## config.mk

```make
export PLATFORM = sky130hd
export DESIGN_NAME = lri_exec
export DESIGN_NICKNAME = d
export VERILOG_FILES = /design/src/rtl/lri_pkg.sv /design/src/rtl/lri_decode.sv /design/src/rtl/lri_alu.sv /design/src/rtl/lri_exec.sv
export SDC_FILE = /design/constraint.sdc
export NUM_CORES = 1
export LEC_CHECK = 0
export ABC_AREA = 1
export CORE_MARGIN = 2
export CORE_UTILIZATION = 50
export CTS_CLUSTER_SIZE = 12
export DETAILED_ROUTE_END_ITERATION = 7
export HOLD_SLACK_MARGIN = 0.02
export PLACE_DENSITY = 0.88
export SLEW_MARGIN = 30
export SYNTH_ARGS = -nofsm -noshare
export SYNTH_HDL_FRONTEND = slang
export SYNTH_HIERARCHICAL = 1
export SYNTH_SLANG_ARGS = --single-unit
export TNS_END_PERCENT = 5
```

## constraint.sdc

```tcl
create_clock -name clk -period 4.74 [get_ports clk]
set_clock_uncertainty 0.2 [all_clocks]
set_input_delay 0.711 -clock clk [delete_from_list [all_inputs] [get_ports clk]]
set_output_delay 0.711 -clock clk [all_outputs]
set_load 0.1 [all_outputs]
```

## src/rtl/lri_pkg.sv

```systemverilog
package lri_pkg;

    typedef enum logic [1:0] {
        OP_MOV = 2'b00,
        OP_CMP = 2'b01,
        OP_ADD = 2'b10,
        OP_SUB = 2'b11
    } lri_op_e;

    typedef struct packed {
        logic n;
        logic z;
        logic c;
        logic v;
    } lri_flags_t;

    typedef struct packed {
        logic wr;
        logic upd_nz;
        logic upd_cv;
    } lri_ctl_t;

    localparam logic [2:0] LRI_CLASS_CODE = 3'b001;

    // Write and flag-enable policy for one operation.
    function automatic lri_ctl_t lri_policy(input lri_op_e op, input logic in_cond);
        lri_ctl_t c;
        unique case (op)
            OP_MOV: c = '{wr: 1'b1, upd_nz: !in_cond, upd_cv: 1'b0};
            OP_CMP: c = '{wr: 1'b0, upd_nz: 1'b1,     upd_cv: 1'b1};
            default: c = '{wr: 1'b1, upd_nz: !in_cond, upd_cv: !in_cond};
        endcase
        return c;
    endfunction

endpackage

```

## src/rtl/lri_decode.sv

```systemverilog
module lri_decode
    import lri_pkg::*;
#(
    parameter int IW    = 16,
    parameter int IMM_W = 8,
    parameter int IDX_W = 3
) (
    input  logic [IW-1:0]    word,
    output logic             mine,
    output lri_op_e          op,
    output logic [IDX_W-1:0] idx,
    output logic [IMM_W-1:0] imm
);
    localparam int IDX_LSB = IMM_W;
    localparam int OP_LSB  = IDX_LSB + IDX_W;
    localparam int CLS_LSB = OP_LSB + 2;
    localparam int CLS_W   = IW - CLS_LSB;

    always_comb begin
        mine = (word[IW-1:CLS_LSB] == CLS_W'(LRI_CLASS_CODE));
        op   = lri_op_e'(word[OP_LSB +: 2]);
        idx  = word[IDX_LSB +: IDX_W];
        imm  = word[IMM_W-1:0];
    end
endmodule

```

## src/rtl/lri_alu.sv

```systemverilog
module lri_alu
    import lri_pkg::*;
#(
    parameter int DATA_W = 32,
    parameter int IMM_W  = 8
) (
    input  lri_op_e           op,
    input  logic [DATA_W-1:0] opnd,
    input  logic [IMM_W-1:0]  imm,
    output logic [DATA_W-1:0] result,
    output lri_flags_t        flags
);
    localparam int MSB = DATA_W - 1;

    logic [DATA_W-1:0] imm_ext;
    logic [DATA_W:0]   sum_w;
    logic [DATA_W:0]   dif_w;
    logic              add_ovf;
    logic              sub_ovf;

    always_comb begin
        imm_ext = {{(DATA_W-IMM_W){1'b0}}, imm};
        sum_w   = {1'b0, opnd} + {1'b0, imm_ext};
        dif_w   = {1'b0, opnd} - {1'b0, imm_ext};
        add_ovf = (opnd[MSB] == imm_ext[MSB]) && (sum_w[MSB] != opnd[MSB]);
        sub_ovf = (opnd[MSB] != imm_ext[MSB]) && (dif_w[MSB] != opnd[MSB]);

        unique case (op)
            OP_MOV: begin
                result  = imm_ext;
                flags.c = 1'b0;
                flags.v = 1'b0;
            end
            OP_ADD: begin
                result  = sum_w[DATA_W-1:0];
                flags.c = sum_w[DATA_W];
                flags.v = add_ovf;
            end
            default: begin
                result  = dif_w[DATA_W-1:0];
                flags.c = !dif_w[DATA_W];
                flags.v = sub_ovf;
            end
        endcase
        flags.n = result[MSB];
        flags.z = (result == '0);
    end
endmodule

```

## src/rtl/lri_exec.sv

```systemverilog
module lri_exec
    import lri_pkg::*;
#(
    parameter int IW     = 16,
    parameter int DATA_W = 32,
    parameter int IMM_W  = 8,
    parameter int IDX_W  = 3
) (
    input  logic              clk,
    input  logic              rst,
    input  logic              in_valid,
    input  logic [IW-1:0]     instr,
    input  logic              in_cond,
    input  logic [DATA_W-1:0] reg_val,
    output logic              out_valid,
    output logic              wr_en,
    output logic [IDX_W-1:0]  wr_idx,
    output logic [DATA_W-1:0] wr_data,
    output logic              flag_n,
    output logic              flag_z,
    output logic              flag_c,
    output logic              flag_v,
    output logic              upd_nz,
    output logic              upd_cv,
    output logic              foreign
);
    logic             d_mine;
    lri_op_e          d_op;
    logic [IDX_W-1:0] d_idx;
    logic [IMM_W-1:0] d_imm;
    logic [DATA_W-1:0] a_res;
    lri_flags_t       a_flags;
    lri_ctl_t         ctl;
    lri_flags_t       flags_q;

    lri_decode #(.IW(IW), .IMM_W(IMM_W), .IDX_W(IDX_W)) u_dec (
        .word (instr),
        .mine (d_mine),
        .op   (d_op),
        .idx  (d_idx),
        .imm  (d_imm)
    );

    lri_alu #(.DATA_W(DATA_W), .IMM_W(IMM_W)) u_alu (
        .op     (d_op),
        .opnd   (reg_val),
        .imm    (d_imm),
        .result (a_res),
        .flags  (a_flags)
    );

    always_comb begin
        ctl = d_mine ? lri_policy(d_op, in_cond) : '0;
    end

    always_ff @(posedge clk) begin
        if (rst) begin
            out_valid <= 1'b0;
            wr_en     <= 1'b0;
            upd_nz    <= 1'b0;
            upd_cv    <= 1'b0;
            foreign   <= 1'b0;
            wr_idx    <= '0;
            wr_data   <= '0;
            flags_q   <= '0;
        end else begin
            out_valid <= in_valid;
            wr_en     <= in_valid && ctl.wr;
            upd_nz    <= in_valid && ctl.upd_nz;
            upd_cv    <= in_valid && ctl.upd_cv;
            foreign   <= in_valid && !d_mine;
            if (in_valid) begin
                wr_idx  <= d_idx;
                wr_data <= d_mine ? a_res : '0;
                flags_q <= a_flags;
            end
        end
    end

    assign flag_n = flags_q.n;
    assign flag_z = flags_q.z;
    assign flag_c = flags_q.c;
    assign flag_v = flags_q.v;

    // Assertions
    localparam int CLS_LSB = IMM_W + IDX_W + 2;

    assert_foreign_quiet_R1: assert property (@(posedge clk) disable iff (rst)
        foreign |-> (!wr_en && !upd_nz && !upd_cv && out_valid));

    assert_index_follows_R2: assert property (@(posedge clk) disable iff (rst)
        (out_valid && !foreign) |-> (wr_idx == $past(instr[IMM_W +: IDX_W])));

    assert_move_nz_only_R3: assert property (@(posedge clk) disable iff (rst)
        (in_valid && instr[IW-1:IMM_W+IDX_W] == {LRI_CLASS_CODE, OP_MOV})
        |=> (!upd_cv && wr_en && !flag_n));

    assert_compare_flags_R4: assert property (@(posedge clk) disable iff (rst)
        (in_valid && instr[IW-1:IMM_W+IDX_W] == {LRI_CLASS_CODE, OP_CMP})
        |=> (!wr_en && upd_nz && upd_cv));

    assert_sub_carry_R6: assert property (@(posedge clk) disable iff (rst)
        (in_valid && instr[IW-1:CLS_LSB] == LRI_CLASS_CODE && instr[IMM_W+IDX_W] == 1'b1
         && instr[IMM_W+IDX_W+1] == 1'b1 && !in_cond)
        |=> (flag_c == ($past(reg_val) >= DATA_W'($past(instr[IMM_W-1:0])))));

    assert_valid_pulse_R7: assert property (@(posedge clk) disable iff (rst)
        !in_valid |=> (!out_valid && !wr_en && !upd_nz && !upd_cv && !foreign));

    assert_valid_follows_R7: assert property (@(posedge clk) disable iff (rst)
        in_valid |=> out_valid);

endmodule

```

==> metrics.csv, run 1 <==
stage;metric;value;unit
timing;fmax;259;MHz
die;chipWidth;102;microns
power_and_ir_drop;switching_power;425;uW
clocking;cts_resized;0;
clocking;clockBufferDepth;2;
grt;grt_pass1_wl;25200;microns
cells_and_area;layout_common_cells;323 x nand2_1, 143 x nand3_1, 109 x nor2_1;
power_and_ir_drop;power.leakage;0.00282;uW
power_and_ir_drop;pwr-share-clk;25.9;%
synth;synthesis.area;4760;sq um
power_and_ir_drop;p_seq_share;35.1;%
cells_and_area;n_antenna_cell;0;
die;io_pins;96;
synth;synth.yosys.seq_area_share;18.5;%
cells_and_area;final-seq-area;881;sq um
cells_and_area;top_register;wr_data;
run_status;status;completed;
synth;netlist.area_leader.share;25.5;%
placed_design;gp_congestion;1.05;
die;die_h;102;microns
timing;worst_pin_slew;0.987;ns
cells_and_area;postLayoutCoreUtil;62.3;%
worst_setup_path;required;4.73;ns
timing;period_minus_slack;3.86;ns
worst_setup_path;crit_fanout;9;
placed_design;dpl_cell_area;5650;sq um
flow_run;drv_cap;0;
grt;overflow;0;
cells_and_area;area_delta_synth_final;20.8;%
min_path;hp-class;reg -> reg;
synth;ys_ff_latch;44;
route;vias;5856;
synth;synthesis.nets;958;
cells_and_area;drive_gt1_share;3.88;%
grt;grt.total_usage;30.9;%
clocking;h-tree-depth;2;
grt;grt_pass1_vias;5096;
route;routed_via_density;5.41;
cells_and_area;final_common_cell;nand2_1;
die;coreArea;9240;sq um
die;die-area;10300;sq um
route;firstDrtPassIters;7;
clocking;clkLatencyLatePin;0.29;ns
power_and_ir_drop;p_sw_share;39.1;%
grt;grt_max_degree;42;
clocking;numCtsBuffers;5;
synth;syn_inst;886;
placed_design;dp_hpwl;12700;microns
power_and_ir_drop;vdd_drop_max;144;uV
route;drc_errors;0;
cells_and_area;top_regs;wr_data x32, wr_idx x3;
synth;yosysTopAreaCell;nand2_1;
clocking;hold_buffers;0;
synth;avgSynthCellArea;5.37;sq um
power_and_ir_drop;p_int;663;uW
clocking;postCtsSetupRepairBufs;0;
route;wl_per_cell;14.5;microns
worst_setup_path;critPathLaunchType;input port;
worst_setup_path;critPathCaptureType;flop;
cells_and_area;largest_reg_flops;32;
timing;hold_viol_final;0;
clocking;cts_tree;yes;
grt;antenna_found_initial;0;
cells_and_area;nNetsFinal;1025;
power_and_ir_drop;p_total;1090;uW
synth;ys_warn_count;6;
timing;rsz0062_at_grt;false;
timing;finalCritPeriodShare;81.3;%
clocking;clock_sinks;44;
placed_design;port_buffers;95;
cells_and_area;design_area;5750;sq um
route;wirelength;15700;microns
cells_and_area;fillCellCount;961;
timing;fin_setup_tns;0;ns
timing;setup_viol;0;
synth;synth.distinct_cells;35;
die;initial_utilization;51.5;%
clocking;cts_root_buffer;clkbuf_8;
synth;synth_area_leaders;nand2_1 25%, dfxtp_1 19%, nand3_1 15%;
worst_setup_path;critPathKind;in -> reg;
die;rows;35;
route;antenna_left;0;
power_and_ir_drop;pwr-share-comb;38.9;%
cells_and_area;multi_input_area;3240;sq um
route;drt_iter0_drc;561;
clocking;path_clk_slew;0.08;ns
power_and_ir_drop;power_density;189;nW/um^2
timing;relSlewSlack;34.0;%
timing;slew_viol_final;0;
worst_setup_path;cp.arrival;3.85;ns
-- cell families (layout without fill, tap and decap cells) --
| logic type | after synthesis | in the layout | synth area share (%) |
|---|---|---|---|
| buf+inv | 143 | 211 | 13.5 |
| flops | 44 | 44 | 18.5 |
| compound gates | 47 | 47 | 5.41 |
| simple gates | 630 | 630 | 56.7 |
| fa+ha+maj | 20 | 20 | 5.57 |
| xor+xnor | 2 | 2 | 0.368 |
-- per-stage QoR --
step / setup WS, ns / hold slack (ns) / instances
4_1_cts: 0.899 / 0.279 / 1083
6_report: 0.885 / 0.278 / 1083
3_3_place_gp: 0.704 / 0.262 / 1075
5_1_grt: 0.466 / 0.290 / 1083
3_5_place_dp: 0.599 / 0.266 / 1075
2_1_floorplan: 1.38 / 0.583 / 886
-- power by group through the flow --
stage / Sequential [uW] / Clock, uW / Combinational [uW]
after floorplan: 453 / 0 / 222
final: 382 / 282 / 423
after CTS: 382 / 285 / 417
after global placement: 390 / 0 / 413
after global routing: 383 / 296 / 462
after detailed placement: 391 / 0 / 415
-- Yosys cell counts, drive strengths merged --
cell	n
nand2	328
nand3	144
nor2	124
inv	106
dfxtp	44
buf	32
o21ai	25
ha	18
a21oi	16
nand4	14
nor3	13
clkbuf	5
and2	3
fa	2
nand3b	2
o221ai	2
xor2	2
a22o	1
nor3b	1
o22ai	1
o31ai	1
o41ai	1
or2	1
-- critical path, stage by stage --
cell	delay, ns
clkdlybuf4s50_1	0.50
inv_1	0.05
ha_1	0.41
nor2_1	0.27
nand2_1	0.08
nor2_1	0.10
nand2_1	0.07
nand3_2	0.16
nand2_1	0.10
nor3_1	0.14
nand3_1	0.10
nor3_1	0.17
ha_1	0.25
o21ai_0	0.31
nor2_1	0.09
nand2_1	0.07
nor2_1	0.04
nand2_1	0.05
nor2_1	0.04
nor2_1	0.09
nor2_1	0.06
-- final cells by class --
type                    count  area share [%]
clock buffers               6            1.26
clock inverters             2           0.609
inverters                 106            6.92
multi-input cells         699            56.3
flip-flops and latches     44            15.3
well taps                 129            2.81
repair buffers             97            16.8
-- per-layer routing --
metal	share of wire, %	wire length, microns	track usage (%)	vias up
li1	-	-	-	2931
met3	9.7	1530	2.90	39
met1	44	6900	44.2	2552
met4	2.9	459	10.4	0
met2	43	6820	48.5	334
met5	0	0	0	-
-- worst paths after layout --
kind	start	end	slack, ns	cells past startpoint
min	wr_data[21]$_SDFFE_PP0P_	wr_data[21]$_SDFFE_PP0P_	0.28	2
max reg2reg	flag_z$_SDFFE_PP0P_	flag_z$_SDFFE_PP0P_	3.89	2
max	instr[5]	flag_z$_SDFFE_PP0P_	0.88	21
min reg2reg	wr_data[21]$_SDFFE_PP0P_	wr_data[21]$_SDFFE_PP0P_	0.28	2
Power figures use the tool's default switching activity.
==> run 2: changes to the inputs <==
- CORE_UTILIZATION: 50 -> 48
- clock period: 4.74 -> 3.2 ns (I/O delays scaled with it)
==> metrics.csv, run 2 (synthesized netlist as in run 1, its figures left out) <==
stage;metric;value;unit;change
grt;grt_pass1_wl;27000;microns;+7.1%
cells_and_area;largest_reg_flops;32;;unchanged
grt;grt_pass1_vias;5793;;+14%
route;top_layer;met4;;
cells_and_area;n_antenna_cell;0;;unchanged
run_status;status;completed;;
cells_and_area;final-seq-area;881;sq um;unchanged
min_path;min_delay_path_depth;2;;unchanged
cells_and_area;layout_common_cells;309 x nand2_1, 196 x buf_4, 136 x nand3_1;;
timing;finalCritPeriodShare;97.7;%;
worst_setup_path;worst_r2r_endpoint;flag_c$_SDFFE_PP0P_;;
clocking;cts_tree;yes;;
timing;fmax;320;MHz;
clocking;cts_root_buffer;clkbuf_8;;
placed_design;gp_congestion;1.01;;-3.4%
die;io_pins;96;;unchanged
route;wl_met1;7270;microns;+5.4%
worst_setup_path;timing.rr.start;flag_c$_SDFFE_PP0P_;;
worst_setup_path;critPathKind;in -> reg;;
worst_setup_path;critPathCaptureType;flop;;
die;die-area;10700;sq um;+4.0%
route;vias;6557;;+12%
route;routed_via_density;5.30;;-2.0%
clocking;clkLatencyLatePin;0.29;ns;about the same
worst_setup_path;critPathLaunchType;input port;;
timing;setup_viol;0;;unchanged
cells_and_area;top_register;wr_data;;
placed_design;dpl_cell_area;6650;sq um;+18%
clocking;clock_sinks;44;;unchanged
clocking;path_clk_slew;0.07;ns;about the same
die;initial_utilization;49.2;%;-2.4 points
power_and_ir_drop;power.leakage;0.00368;uW;+31%
timing;period_minus_slack;3.13;ns;
power_and_ir_drop;p_total;1920;uW;+77%
route;drt_iter0_drc;600;;+7.0%
timing;slew_viol_final;0;;unchanged
route;route.met3.wl;1510;microns;-1.5%
route;firstDrtPassIters;5;;-2
placed_design;dp_hpwl;14000;microns;+10%
placed_design;port_buffers;95;;unchanged
cells_and_area;final_common_cell;nand2_1;;
cells_and_area;top_regs;wr_data x32, wr_idx x3;;
min_path;min_to;wr_data[19]$_SDFFE_PP0P_;;
cells_and_area;nNetsFinal;1177;;+15%
die;chipWidth;104;microns;+2.0%
route;wirelength;17600;microns;+12%
cells_and_area;design_area;7050;sq um;+23%
die;coreArea;9680;sq um;+4.8%
min_path;min_from;wr_data[19]$_SDFFE_PP0P_;;
grt;overflow;0;;unchanged
worst_setup_path;rrSetupSlack;2.34;ns;-1.55 ns
cells_and_area;area_delta_synth_final;48.2;%;
clocking;clockBufferDepth;2;;unchanged
worst_setup_path;cpPeakStageDelay;0.49;ns;about the same
cells_and_area;drive_gt1_share;25.4;%;+22 points
worst_setup_path;crit_fanout;7;;-2
power_and_ir_drop;power_density;272;nW/um^2;+44%
worst_setup_path;rr_worst_depth;2;;unchanged
route;route.met2.wl;8140;microns;+19%
die;die_h;104;microns;+2.0%
route;antenna_left;0;;unchanged
worst_setup_path;cp_cell_sequence;clkdlybuf4s50_1, inv_1, ha_4, buf_4, nand2_1, nor2_1, nand2_1, nand3_2, nand2_2, buf_4, nand4_1, nand3_1, nand2_1, nor2_1, nand2_1, nor2_1, nand2_1, nor2_2, nor2_1, nor2_1;;
timing;worst_pin_slew;0.686;ns;-0.300 ns
min_path;hp-class;reg -> reg;;
timing;relSlewSlack;54.1;%;+20 points
flow_run;drv_cap;0;;unchanged
cells_and_area;postLayoutCoreUtil;72.8;%;+11 points
clocking;h-tree-depth;2;;unchanged
cells_and_area;multi_input_area;3480;sq um;+7.3%
worst_setup_path;cp.arrival;3.16;ns;-0.69 ns
route;wl_per_cell;14.2;microns;-2.2%
worst_setup_path;required;3.24;ns;-1.49 ns
power_and_ir_drop;vdd_drop_max;257;uV;+78%
grt;grt.total_usage;30.8;%;-0.14 points
cells_and_area;fillCellCount;768;;-20%
die;rows;36;;+2.9%
timing;hold_viol_final;0;;unchanged
grt;antenna_found_initial;0;;unchanged
grt;grt_max_degree;40;;-4.8%
clocking;numCtsBuffers;5;;unchanged
route;drc_errors;0;;unchanged
worst_setup_path;slowest_stage;clkdlybuf4s50_1;;
==> run 2: changes by cell type in the layout (fill, tap and decap cells not counted), moves of 4 or more <==
cell,previous run,this run
buf_4,2,196
nor3_2,2,6
nand2_1,323,309
ha_1,18,10
nor2_2,12,16
nor3_1,11,7
nand3_1,143,136
o21ai_0,23,16
nand2_2,5,18
o21ai_1,1,6
nor2_1,109,102
nand3_2,1,8
ha_4,0,6
clkdlybuf4s50_1,95,51
==> run 2: final cells by class <==
type / instances / area share [%]
repair buffers: 249 / 28.4
clock buffers: 5 / 0.976
clock inverters: 2 / 0.851
flip-flops and latches: 44 / 12.5
well taps: 133 / 2.36
inverters: 106 / 5.64
multi-input cells: 699 / 49.3
==> run 2: worst max-delay path by stage <==
stage | startpoint | depth (start not counted) | to | slack (ns)
after floorplan | instr[5] | 22 | flag_z$_SDFFE_PP0P_ | 0.07
after global placement | instr[5] | 21 | flag_z$_SDFFE_PP0P_ | -0.26
after detailed placement | instr[6] | 21 | flag_z$_SDFFE_PP0P_ | -0.37
after CTS | instr[7] | 21 | flag_z$_SDFFE_PP0P_ | 0.02
after global routing | instr[3] | 19 | flag_z$_SDFFE_PP0P_ | -0.07
final | instr[4] | 20 | flag_z$_SDFFE_PP0P_ | 0.07
==> run 2: power by group <==
part	switching (uW)	internal [uW]	total (uW)
clock	181	307	488
sequential	6.34	560	566
combinational	510	357	866
==> run 2: worst max-delay path: cells and delay by family <==
| family | cells | cell delay, ns |
|---|---|---|
| buffers and inverters | 4 | 0.87 |
| adders and majority gates | 1 | 0.27 |
| and+or+nand+nor | 15 | 1.53 |
==> run 2: metrics by stage <==
stage                     setup slack (ns)  hold slack (ns)  setup TNS [ns]  cells
final                               0.0733            0.278               0   1238
after global routing               -0.0718            0.292         -0.0718   1238
after CTS                           0.0205            0.276               0   1234
after detailed placement            -0.366            0.265          -0.939   1227
after global placement              -0.263            0.262          -0.513   1227
after floorplan                     0.0702            0.352               0    886
==> run 2: metal layers <==
| layer | global-route usage, % | vias up |
|---|---|---|
| met1 | 39.1 | 2882 |
| met4 | 12.5 | 0 |
| met3 | 4.91 | 70 |
| met5 | 0 | - |
| met2 | 51.9 | 376 |
| li1 | - | 3229 |
==> run 2: what timing repair did <==
item | 4_1_cts | 5_1_grt
buffers inserted | 0 | 4
resized for setup | 2 | 61
hold buffers | 0 | 0
setup endpoints to repair | 1 | 4
pin swaps | 0 | 22
